--- config.mk ---
export PLATFORM = sky130hd
export DESIGN_NAME = rtc_update_core
export DESIGN_NICKNAME = d
export VERILOG_FILES = /design/src/rtl/rtc_pkg.sv /design/src/rtl/rtc_tick_seq.sv /design/src/rtl/rtc_calendar.sv /design/src/rtl/rtc_alarm_eval.sv /design/src/rtl/rtc_update_core.sv
export SDC_FILE = /design/constraint.sdc
export NUM_CORES = 1
export LEC_CHECK = 0
export BUFFER_PORTS_ARGS = -buffer_cell sky130_fd_sc_hd__buf_2
export CAP_MARGIN = 0
export CORE_MARGIN = 8
export CORE_UTILIZATION = 55
export DETAILED_ROUTE_END_ITERATION = 12
export PLACE_DENSITY = 0.74
export SLEW_MARGIN = 30
export SYNTH_ARGS = -nofsm -noshare
export SYNTH_HDL_FRONTEND = slang
export SYNTH_SLANG_ARGS = --single-unit
--- constraint.sdc ---
create_clock -name clk -period 4.35 [get_ports clk]
set_clock_uncertainty 0.05 [all_clocks]
set_input_delay 0.435 -clock clk [delete_from_list [all_inputs] [get_ports clk]]
set_output_delay 0.435 -clock clk [all_outputs]
set_load 0.05 [all_outputs]
--- src/rtl/rtc_pkg.sv ---
package rtc_pkg;

  typedef struct packed {
    logic [7:0] cent;
    logic [7:0] year;
    logic [7:0] mon;
    logic [7:0] mday;
    logic [7:0] wday;
    logic [7:0] hour;
    logic [7:0] minu;
    logic [7:0] sec;
  } rtc_time_t;

  localparam logic [3:0] SEL_SEC         = 4'd0;
  localparam logic [3:0] SEL_MIN         = 4'd1;
  localparam logic [3:0] SEL_HOUR        = 4'd2;
  localparam logic [3:0] SEL_WDAY        = 4'd3;
  localparam logic [3:0] SEL_MDAY        = 4'd4;
  localparam logic [3:0] SEL_MON         = 4'd5;
  localparam logic [3:0] SEL_YEAR        = 4'd6;
  localparam logic [3:0] SEL_CENT        = 4'd7;
  localparam logic [3:0] SEL_CENT_MIRROR = 4'd8;

  localparam rtc_time_t RTC_RESET_TIME = '{cent: 8'h20, year: 8'h00, mon: 8'h01,
                                           mday: 8'h01, wday: 8'h01, hour: 8'h00,
                                           minu: 8'h00, sec: 8'h00};

  localparam logic [7:0] FLG_UPDATE = 8'h90;
  localparam logic [7:0] FLG_ALARM  = 8'hA0;

  function automatic logic [7:0] bcd_inc(input logic [7:0] v);
    if (v[3:0] == 4'd9) return {v[7:4] + 4'd1, 4'd0};
    return {v[7:4], v[3:0] + 4'd1};
  endfunction

  function automatic logic [6:0] bcd_to_bin(input logic [7:0] v);
    return 7'(v[7:4]) * 7'd10 + 7'(v[3:0]);
  endfunction

  function automatic logic leap_year(input logic [7:0] yr, input logic [7:0] cen);
    logic [6:0] y;
    logic [6:0] c;
    y = bcd_to_bin(yr);
    c = bcd_to_bin(cen);
    if (y == 7'd0) return (c % 7'd4) == 7'd0;
    return (y % 7'd4) == 7'd0;
  endfunction

  function automatic logic [7:0] month_last(input logic [7:0] mon, input logic leap);
    case (mon)
      8'h02:                      return leap ? 8'h29 : 8'h28;
      8'h04, 8'h06, 8'h09, 8'h11: return 8'h30;
      default:                    return 8'h31;
    endcase
  endfunction

  function automatic rtc_time_t advance(input rtc_time_t t);
    rtc_time_t r;
    r = t;
    if (t.sec != 8'h59) begin
      r.sec = bcd_inc(t.sec);
    end else begin
      r.sec = 8'h00;
      if (t.minu != 8'h59) begin
        r.minu = bcd_inc(t.minu);
      end else begin
        r.minu = 8'h00;
        if (t.hour != 8'h23) begin
          r.hour = bcd_inc(t.hour);
        end else begin
          r.hour = 8'h00;
          r.wday = (t.wday == 8'h07) ? 8'h01 : bcd_inc(t.wday);
          if (t.mday != month_last(t.mon, leap_year(t.year, t.cent))) begin
            r.mday = bcd_inc(t.mday);
          end else begin
            r.mday = 8'h01;
            if (t.mon != 8'h12) begin
              r.mon = bcd_inc(t.mon);
            end else begin
              r.mon = 8'h01;
              if (t.year != 8'h99) begin
                r.year = bcd_inc(t.year);
              end else begin
                r.year = 8'h00;
                r.cent = (t.cent == 8'h99) ? 8'h00 : bcd_inc(t.cent);
              end
            end
          end
        end
      end
    end
    return r;
  endfunction

  function automatic rtc_time_t put_field(input rtc_time_t t, input logic [3:0] sel,
                                          input logic [7:0] d);
    rtc_time_t r;
    r = t;
    case (sel)
      SEL_SEC:                   r.sec  = d;
      SEL_MIN:                   r.minu = d;
      SEL_HOUR:                  r.hour = d;
      SEL_WDAY:                  r.wday = d;
      SEL_MDAY:                  r.mday = d;
      SEL_MON:                   r.mon  = d;
      SEL_YEAR:                  r.year = d;
      SEL_CENT, SEL_CENT_MIRROR: r.cent = d;
      default:                   r      = t;
    endcase
    return r;
  endfunction

endpackage

--- src/rtl/rtc_tick_seq.sv ---
module rtc_tick_seq #(
  parameter int TICKS_PER_SEC = 32768,
  parameter int UIP_TICKS     = 8
) (
  input  logic clk,
  input  logic rst,
  input  logic tick,
  input  logic hold,
  input  logic set_mode,
  output logic sec_evt,
  output logic upd_evt,
  output logic uip
);
  localparam int CW = $clog2(TICKS_PER_SEC);
  localparam int UW = $clog2(UIP_TICKS + 1);

  logic [CW-1:0] sub_cnt;
  logic [UW-1:0] win_cnt;

  assign sec_evt = tick && !hold && (sub_cnt == CW'(TICKS_PER_SEC - 1));
  assign upd_evt = uip && tick && (win_cnt == UW'(UIP_TICKS - 1));

  always_ff @(posedge clk) begin
    if (rst) begin
      sub_cnt <= '0;
      win_cnt <= '0;
      uip     <= 1'b0;
    end else begin
      if (hold)         sub_cnt <= '0;
      else if (sec_evt) sub_cnt <= '0;
      else if (tick)    sub_cnt <= sub_cnt + 1'b1;

      if (upd_evt) begin
        uip <= 1'b0;
      end else if (sec_evt && !set_mode) begin
        uip     <= 1'b1;
        win_cnt <= '0;
      end else if (uip && tick) begin
        win_cnt <= win_cnt + 1'b1;
      end
    end
  end
endmodule

--- src/rtl/rtc_calendar.sv ---
module rtc_calendar
  import rtc_pkg::*;
(
  input  logic       clk,
  input  logic       rst,
  input  logic       step,
  input  logic       wr_en,
  input  logic [3:0] wr_sel,
  input  logic [7:0] wr_data,
  input  logic       restore,
  input  rtc_time_t  restore_val,
  output rtc_time_t  now
);
  rtc_time_t nxt;

  always_comb begin
    nxt = step ? advance(now) : now;
    if (wr_en) nxt = put_field(nxt, wr_sel, wr_data);
  end

  always_ff @(posedge clk) begin
    if (rst)          now <= RTC_RESET_TIME;
    else if (restore) now <= restore_val;
    else              now <= nxt;
  end
endmodule

--- src/rtl/rtc_alarm_eval.sv ---
module rtc_alarm_eval
  import rtc_pkg::*;
(
  input  logic [2:0][7:0] cur_hms,
  input  logic [2:0][7:0] alm_hms,
  input  logic            upd_ie,
  input  logic            alm_ie,
  output logic [7:0]      flags
);
  logic [2:0] hit;

  for (genvar i = 0; i < 3; i++) begin : g_cmp
    assign hit[i] = (alm_hms[i][7:6] == 2'b11) || (alm_hms[i] == cur_hms[i]);
  end

  always_comb begin
    flags = 8'h00;
    if (upd_ie)            flags = flags | FLG_UPDATE;
    if (alm_ie && (&hit))  flags = flags | FLG_ALARM;
  end
endmodule

--- src/rtl/rtc_update_core.sv ---
module rtc_update_core
  import rtc_pkg::*;
#(
  parameter int TICKS_PER_SEC = 32768,
  parameter int UIP_TICKS     = 8
) (
  input  logic       clk,
  input  logic       rst,
  input  logic       tick,
  input  logic [1:0] div_ctl,
  input  logic       set_mode,
  input  logic       upd_ie,
  input  logic       alm_ie,
  input  logic [7:0] alm_sec,
  input  logic [7:0] alm_min,
  input  logic [7:0] alm_hour,
  input  logic       ld_en,
  input  logic [3:0] ld_sel,
  input  logic [7:0] ld_data,
  output logic [7:0] t_sec,
  output logic [7:0] t_min,
  output logic [7:0] t_hour,
  output logic [7:0] t_wday,
  output logic [7:0] t_mday,
  output logic [7:0] t_mon,
  output logic [7:0] t_year,
  output logic [7:0] t_cent,
  output logic [7:0] t_cent_mirror,
  output logic       uip,
  output logic [7:0] flag_set
);
  logic      hold, sec_evt, upd_evt;
  logic      ld_ok, set_q, pend, restore, copy_en;
  rtc_time_t cur, vis, vis_nx;
  logic [7:0] flags_nx;

  assign hold    = &div_ctl;
  assign ld_ok   = ld_en && (ld_sel <= SEL_CENT_MIRROR);
  assign restore = set_q && !set_mode && pend;
  assign copy_en = upd_evt && !set_mode && !restore;

  rtc_tick_seq #(.TICKS_PER_SEC(TICKS_PER_SEC), .UIP_TICKS(UIP_TICKS)) u_seq (
    .clk(clk), .rst(rst), .tick(tick), .hold(hold), .set_mode(set_mode),
    .sec_evt(sec_evt), .upd_evt(upd_evt), .uip(uip)
  );

  rtc_calendar u_cal (
    .clk(clk), .rst(rst), .step(sec_evt),
    .wr_en(ld_ok && !set_mode), .wr_sel(ld_sel), .wr_data(ld_data),
    .restore(restore), .restore_val(vis), .now(cur)
  );

  rtc_alarm_eval u_alm (
    .cur_hms({cur.hour, cur.minu, cur.sec}),
    .alm_hms({alm_hour, alm_min, alm_sec}),
    .upd_ie(upd_ie), .alm_ie(alm_ie), .flags(flags_nx)
  );

  always_comb begin
    vis_nx = copy_en ? cur : vis;
    if (ld_ok) vis_nx = put_field(vis_nx, ld_sel, ld_data);
  end

  always_ff @(posedge clk) begin
    if (rst) begin
      vis      <= RTC_RESET_TIME;
      flag_set <= 8'h00;
      set_q    <= 1'b0;
      pend     <= 1'b0;
    end else begin
      vis      <= vis_nx;
      flag_set <= copy_en ? flags_nx : 8'h00;
      set_q    <= set_mode;
      if (restore)                pend <= 1'b0;
      else if (ld_ok && set_mode) pend <= 1'b1;
    end
  end

  assign t_sec         = vis.sec;
  assign t_min         = vis.minu;
  assign t_hour        = vis.hour;
  assign t_wday        = vis.wday;
  assign t_mday        = vis.mday;
  assign t_mon         = vis.mon;
  assign t_year        = vis.year;
  assign t_cent        = vis.cent;
  assign t_cent_mirror = vis.cent;
endmodule

Yosys cells after proc, flatten, opt, wreduce, memory -nomap -nowiden --
Cells that the tools add are included.
Operators by class: $add $sub $neg 20, multiply operators 2, order comparisons 1, equal/unequal tests 37, mux-type cells 107, bitwise operators 2, reductions and logical operators 33
Operators by type and width (count):
- 2-to-1 mux 8 bit | 46
- 2-to-1 mux 64 bit | 5
- adder 4 x 1 -> 4 bit, second input constant | 17
- 2-to-1 mux 56 bit | 1
- 2-to-1 mux 1 bit | 48
- 2-to-1 mux 48 bit | 1
- 2-to-1 mux 40 bit | 1
- equality test 4 bit, second input constant | 9
- equality test 8 x 3 -> 1 bit, second input constant | 3
- equality test 8 bit | 3
- 2-to-1 mux 24 bit | 1
- logical NOT 7 bit | 3
- equality test 4 x 3 -> 1 bit, second input constant | 5
- 2-to-1 mux 16 bit | 1
- != test 8 x 7 -> 1 bit, second input constant | 2
- case mux 8 bit (2 select lines) | 1
- adder 15 x 1 -> 15 bit, second input constant | 1
- equality test 15 bit, second input constant | 1
- logical AND 1 bit | 13
- equality test 4 x 2 -> 1 bit, second input constant | 2
- equality test 8 x 2 -> 1 bit, second input constant | 1
- equality test 8 x 4 -> 1 bit, second input constant | 1
- equality test 8 x 5 -> 1 bit, second input constant | 1
- equality test 8 bit, second input constant | 1
- 22 further kinds | 34
Storage, ports and cells: register bits 158, bits of input ports 45, output and inout bits 81, word-level logic and storage cells 224

Longest topological paths before layout --
word-level depth 33, gate-level depth with buffers 14, mapped depth without buffers 12

Modules after synthesis --
From an unflattened synthesis, not the netlist that was laid out.
Unflattened totals: cells, all modules 1285, area, all modules 9990.8 µm²
By module, submodules not included:
- rtc_calendar | instances 1, cells an instance 723, area an instance 5373.9 µm², seq. area each 1281.2 µm²
- rtc_update_core | instances 1, cells an instance 414, area an instance 3337.0 µm², seq. area each 1481.4 µm²
- rtc_tick_seq | instances 1, cells an instance 104, area an instance 930.9 µm², seq. area each 400.4 µm²
- rtc_alarm_eval | instances 1, cells an instance 44, area an instance 349.1 µm², seq. area each 0.0 µm²

Worst setup path after synthesis --
Ideal clock, no wire load.
kind reg-to-reg, from reg u_cal.now[55] in the netlist's numbering, to reg u_cal.now[34] in the netlist's numbering, setup time 67 ps, arrival 3404 ps, required time 4233 ps, slack 829 ps, stages on the path, launching flop included 14, buffers on the path 1, period minus slack after synthesis 3521 ps, path through dfxtp_1 > ha_1 > ha_1 > inv_1 > fa_1 > nand2b_1 > or4_1 > a31oi_1 > o41a_1 > buf_6 > mux2_4 > or4_1 > a21o_1 > a21oi_2
On the way: cells in the longest elaborated chain, start to end 25
Ends and longest elaborated chain:
- from (decl) | RTL line rtc_calendar.sv:12 | output rtc_time_t now
- from (signal assigned) | RTL line rtc_calendar.sv:23 | else if (restore) now <= restore_val;
- from (signal assigned) | RTL line rtc_calendar.sv:24 | else now <= nxt;
- multiplier 4 x 3 -> 6 bit * | RTL line rtc_pkg.sv:37 | return 7'(v[7:4]) * 7'd10 + 7'(v[3:0]);
- adder 7 x 4 -> 7 bit * | RTL line rtc_pkg.sv:37
- logical NOT 7 bit * | RTL line rtc_pkg.sv:45 | if (y == 7'd0) return (c % 7'd4) == 7'd0;
- 2-to-1 mux 1 bit * | RTL line rtc_pkg.sv:45
- 2-to-1 mux 1 bit * | RTL line rtc_pkg.sv:68 | if (t.hour != 8'h23) begin
- 2-to-1 mux 1 bit * | RTL line rtc_pkg.sv:64 | if (t.minu != 8'h59) begin
- 2-to-1 mux 1 bit * | RTL line rtc_pkg.sv:60 | if (t.sec != 8'h59) begin
- 2-to-1 mux 1 bit * | RTL line rtc_pkg.sv:46 | return (y % 7'd4) == 7'd0;
- [... 9 more ...]
- 2-to-1 mux 8 bit * | RTL line rtc_pkg.sv:73 | if (t.mday != month_last(t.mon, leap_year(t.year, t.cent))) begin
- 2-to-1 mux 40 bit * | RTL line rtc_pkg.sv:68
- 2-to-1 mux 48 bit * | RTL line rtc_pkg.sv:64
- 2-to-1 mux 56 bit * | RTL line rtc_pkg.sv:60
- 2-to-1 mux 64 bit * | RTL line rtc_calendar.sv:17 | nxt = step ? advance(now) : now;
- 2-to-1 mux 8 bit | RTL line rtc_pkg.sv:99 | case (sel)
- 2-to-1 mux 64 bit * | RTL line rtc_calendar.sv:18 | if (wr_en) nxt = put_field(nxt, wr_sel, wr_data);
- 2-to-1 mux 64 bit * | RTL line rtc_calendar.sv:23
Mark *: on every way between the ends. The rest lies on a longest branch, timed or not. The select of a mux whose other input is x is not followed. A chain may end at the register's enable or synchronous reset.

Final worst setup path --
Same ends and word-level chain as after synthesis.

==> key figures <==
Floorplan
  • Row count: 48
  • DIE AREA: 22000 um^2
  • Placeable Area: 17200 um^2
  • Starting density of the core: 0.560
  • Ports: 126
  • Die W: 148 um
  • Die Y: 148 um

Logic synthesis
  • Syn Area/Cell: 7.92 um^2
  • Synth area leader: dfxtp_1
  • Mapped cell area: 9610 um^2
  • Synth area leaders: dfxtp_1 (32%), nor2_1 (8.2%), a211oi_1 (6.3%), mux2i_1 (5.8%), ha_1 (4.9%)
  • Distinct cells, synth: 73
  • Count leader, synth: nor2_1
  • Fraction of registers with async set/reset: 0
  • EDFF count, synth: 0
  • Yosys top cell area share: 0.319
  • #FFs+latches synth: 153
  • Synth cell count leaders: nor2_1 (209), dfxtp_1 (153), nand2_1 (87)
  • Dominant synthesized flop cell: dfxtp_1
  • Syn Inst Count: 1214
  • Ys Warns: 0
  • Sequential fraction of the synthesis area: 0.319

STA
  • Tmin final: 3870 ps
  • Hold Fails Final Rpt: 0
  • Max Freq: 0.259 GHz
  • RSZ-0062 raised after global routing: false
  • Fin crit share: 0.889
  • Worst slew margin: 0.462
  • TNS Setup: 0 ps
  • Worst Max-Slew Pin Slew: 807 ps
  • Setup violators final: 0
  • Fin. max-slew vios: 0

Clock network
  • Total CTS buffers: 17
  • Setup bufs post-CTS: 0
  • CTS root buf: clkbuf_16
  • Clock Pin Slew Worst Setup and Hold Paths: 70 ps
  • Clock buffer depth: 2
  • Hold buffer count at CTS: 0
  • Clk_lat worst skew: 430 ps
  • # resized after CTS: 0
  • H-tree depth: 4
  • CTS tree: done
  • CTS Sinks: 153

Worst setup path
  • Arr. time, crit path: 4180 ps
  • Setup Crit Path Kind: reg2reg
  • Critical path peak fanout: 6
  • Critical Path RT: 4660 ps
  • Crit path launch type: flip-flop
  • Element type at the critical path end: flip-flop

Detailed routing
  • Drt drc: 0
  • WL per Instance: 18.3 um
  • Via count: 9153
  • Routed wire length: 27.6 mm
  • Drt first pass iters: 6
  • Post-DR vias/cell: 6.05
  • DR iter-0 viols: 631
  • Final ANT Viol Nets: 0

Placement
  • DP HPWL: 18.8 mm
  • Port-buffer cells: 120
  • Gpl congestion: 0.913
  • Area after DPL: 10200 um^2

Cells and area
  • Layout net count: 1359
  • Area grow syn2layout: 12.0%
  • Number of diodes: 0
  • Share of cells above drive strength 1: 0.162
  • Final std cell area, no fill: 10800 um^2

Power
  • Final total power: 0.00326 W
  • VDD IR-drop max: 0.286 mV
  • Leak Pwr: 4.52 nW
  • Pwr Density: 303 nW/um^2

Global route
  • Initial antenna violation count: 0
  • First-pass GRT wire length: 44.5 mm
  • Total track usage: 0.247
  • Congestion Overflow GR: 0
  • Largest net degree at the start of global routing: 73
  • Vias in the first global route: 8590

Run status
  • Status: complete, no violations

Job
  • Number of max-cap violations: 0

Min path
  • Hold Path Class: in2reg
## registers in the layout (all words and copies together), names as in the netlist, 3 cells and up
register / count
t_min: 8
t_hour: 8
t_year: 8
u_seq.sub_cnt: 15
flag_set: 3
u_cal.now: 64
t_mon: 8
t_mday: 8
u_seq.win_cnt: 4
t_cent: 8
t_sec: 8
t_wday: 8
## layout make-up
class | instances | area, um^2
fill | 1583 | 6410
multi-input combinational | 938 | 6010
sequential | 153 | 3060
timing repair buffer | 133 | 713
clock buffer | 17 | 425
tap | 225 | 282
clock inverter | 15 | 155
inverter | 31 | 116
## stage by stage
stage / setup WS, ps / util / std cells / hold WS [ps]
3_5_place_dp: 530 / 0.593 / 1480 / 410
3_3_place_gp: 611 / 0.593 / 1480 / 405
2_1_floorplan: 829 / - / 1218 / 387
4_1_cts: 513 / 0.626 / 1512 / 168
6_report: 484 / 0.627 / 1512 / 178
5_1_grt: 329 / 0.627 / 1512 / 169
## power by group
group,switching (W),internal [W]
clock,0.000681,0.000812
combinational,0.000214,0.0000910
sequential,0.0000359,0.00143
total,0.000931,0.00233
## critical path, cell delays in order (launching register included)
cell and delay [ps]:
dfxtp_1 450, ha_1 280, ha_1 200, inv_1 60
fa_1 440, nand2b_1 160, or4_1 500, a31oi_1 150
o41a_1 380, mux2_4 370, or4_1 470, a21o_1 180
a21oi_2 100
## kinds of logic (layout without fill, tap and decap cells)
kind of cell	Yosys count	count (layout)	synth area share
flip-flops	153	153	0.319
XOR/XNOR	56	56	0.0510
adder cells (fa/ha/maj)	40	40	0.0536
multiplexers	61	61	0.0677
buffers and inverters	127	196	0.0588
AO/OA/AOI/OAI	278	278	0.190
AND/OR/NAND/NOR	498	498	0.259
other	1	5	0.000390
## path summary, 6_finish.rpt
path	startpoint	endpoint	slack [ps]	depth (start not counted)
worst max-delay path	u_cal.now[55]$_SDFF_PP0_	u_cal.now[34]$_SDFF_PP0_	480	12
worst min-delay path	upd_ie	flag_set[4]$_SDFF_PP0_	180	2
worst max register to register	u_cal.now[55]$_SDFF_PP0_	u_cal.now[34]$_SDFF_PP0_	480	12
worst min register to register	t_mday[1]$_SDFF_PP0_	u_cal.now[33]$_SDFF_PP0_	420	2
## per-layer routing
layer,vias up,track usage,part of all wire
li1,4439,-,-
met1,4361,0.309,0.43
met2,311,0.414,0.47
met3,42,0.0535,0.069
met4,0,0.0847,0.022
met5,-,0,0
## cell usage in the layout (no fill, tap or decap), types with 27 or more instances in the layout
| master | n |
|---|---|
| a211oi_1 | 81 |
| a21oi_1 | 84 |
| buf_2 | 119 |
| dfxtp_1 | 153 |
| ha_1 | 38 |
| inv_1 | 30 |
| mux2i_1 | 56 |
| nand2_1 | 87 |
| nand3_1 | 32 |
| nor2_1 | 208 |
| nor3_1 | 27 |
| o21ai_0 | 37 |
| xor2_1 | 36 |
Note: power is estimated with default switching activity, not from simulation.
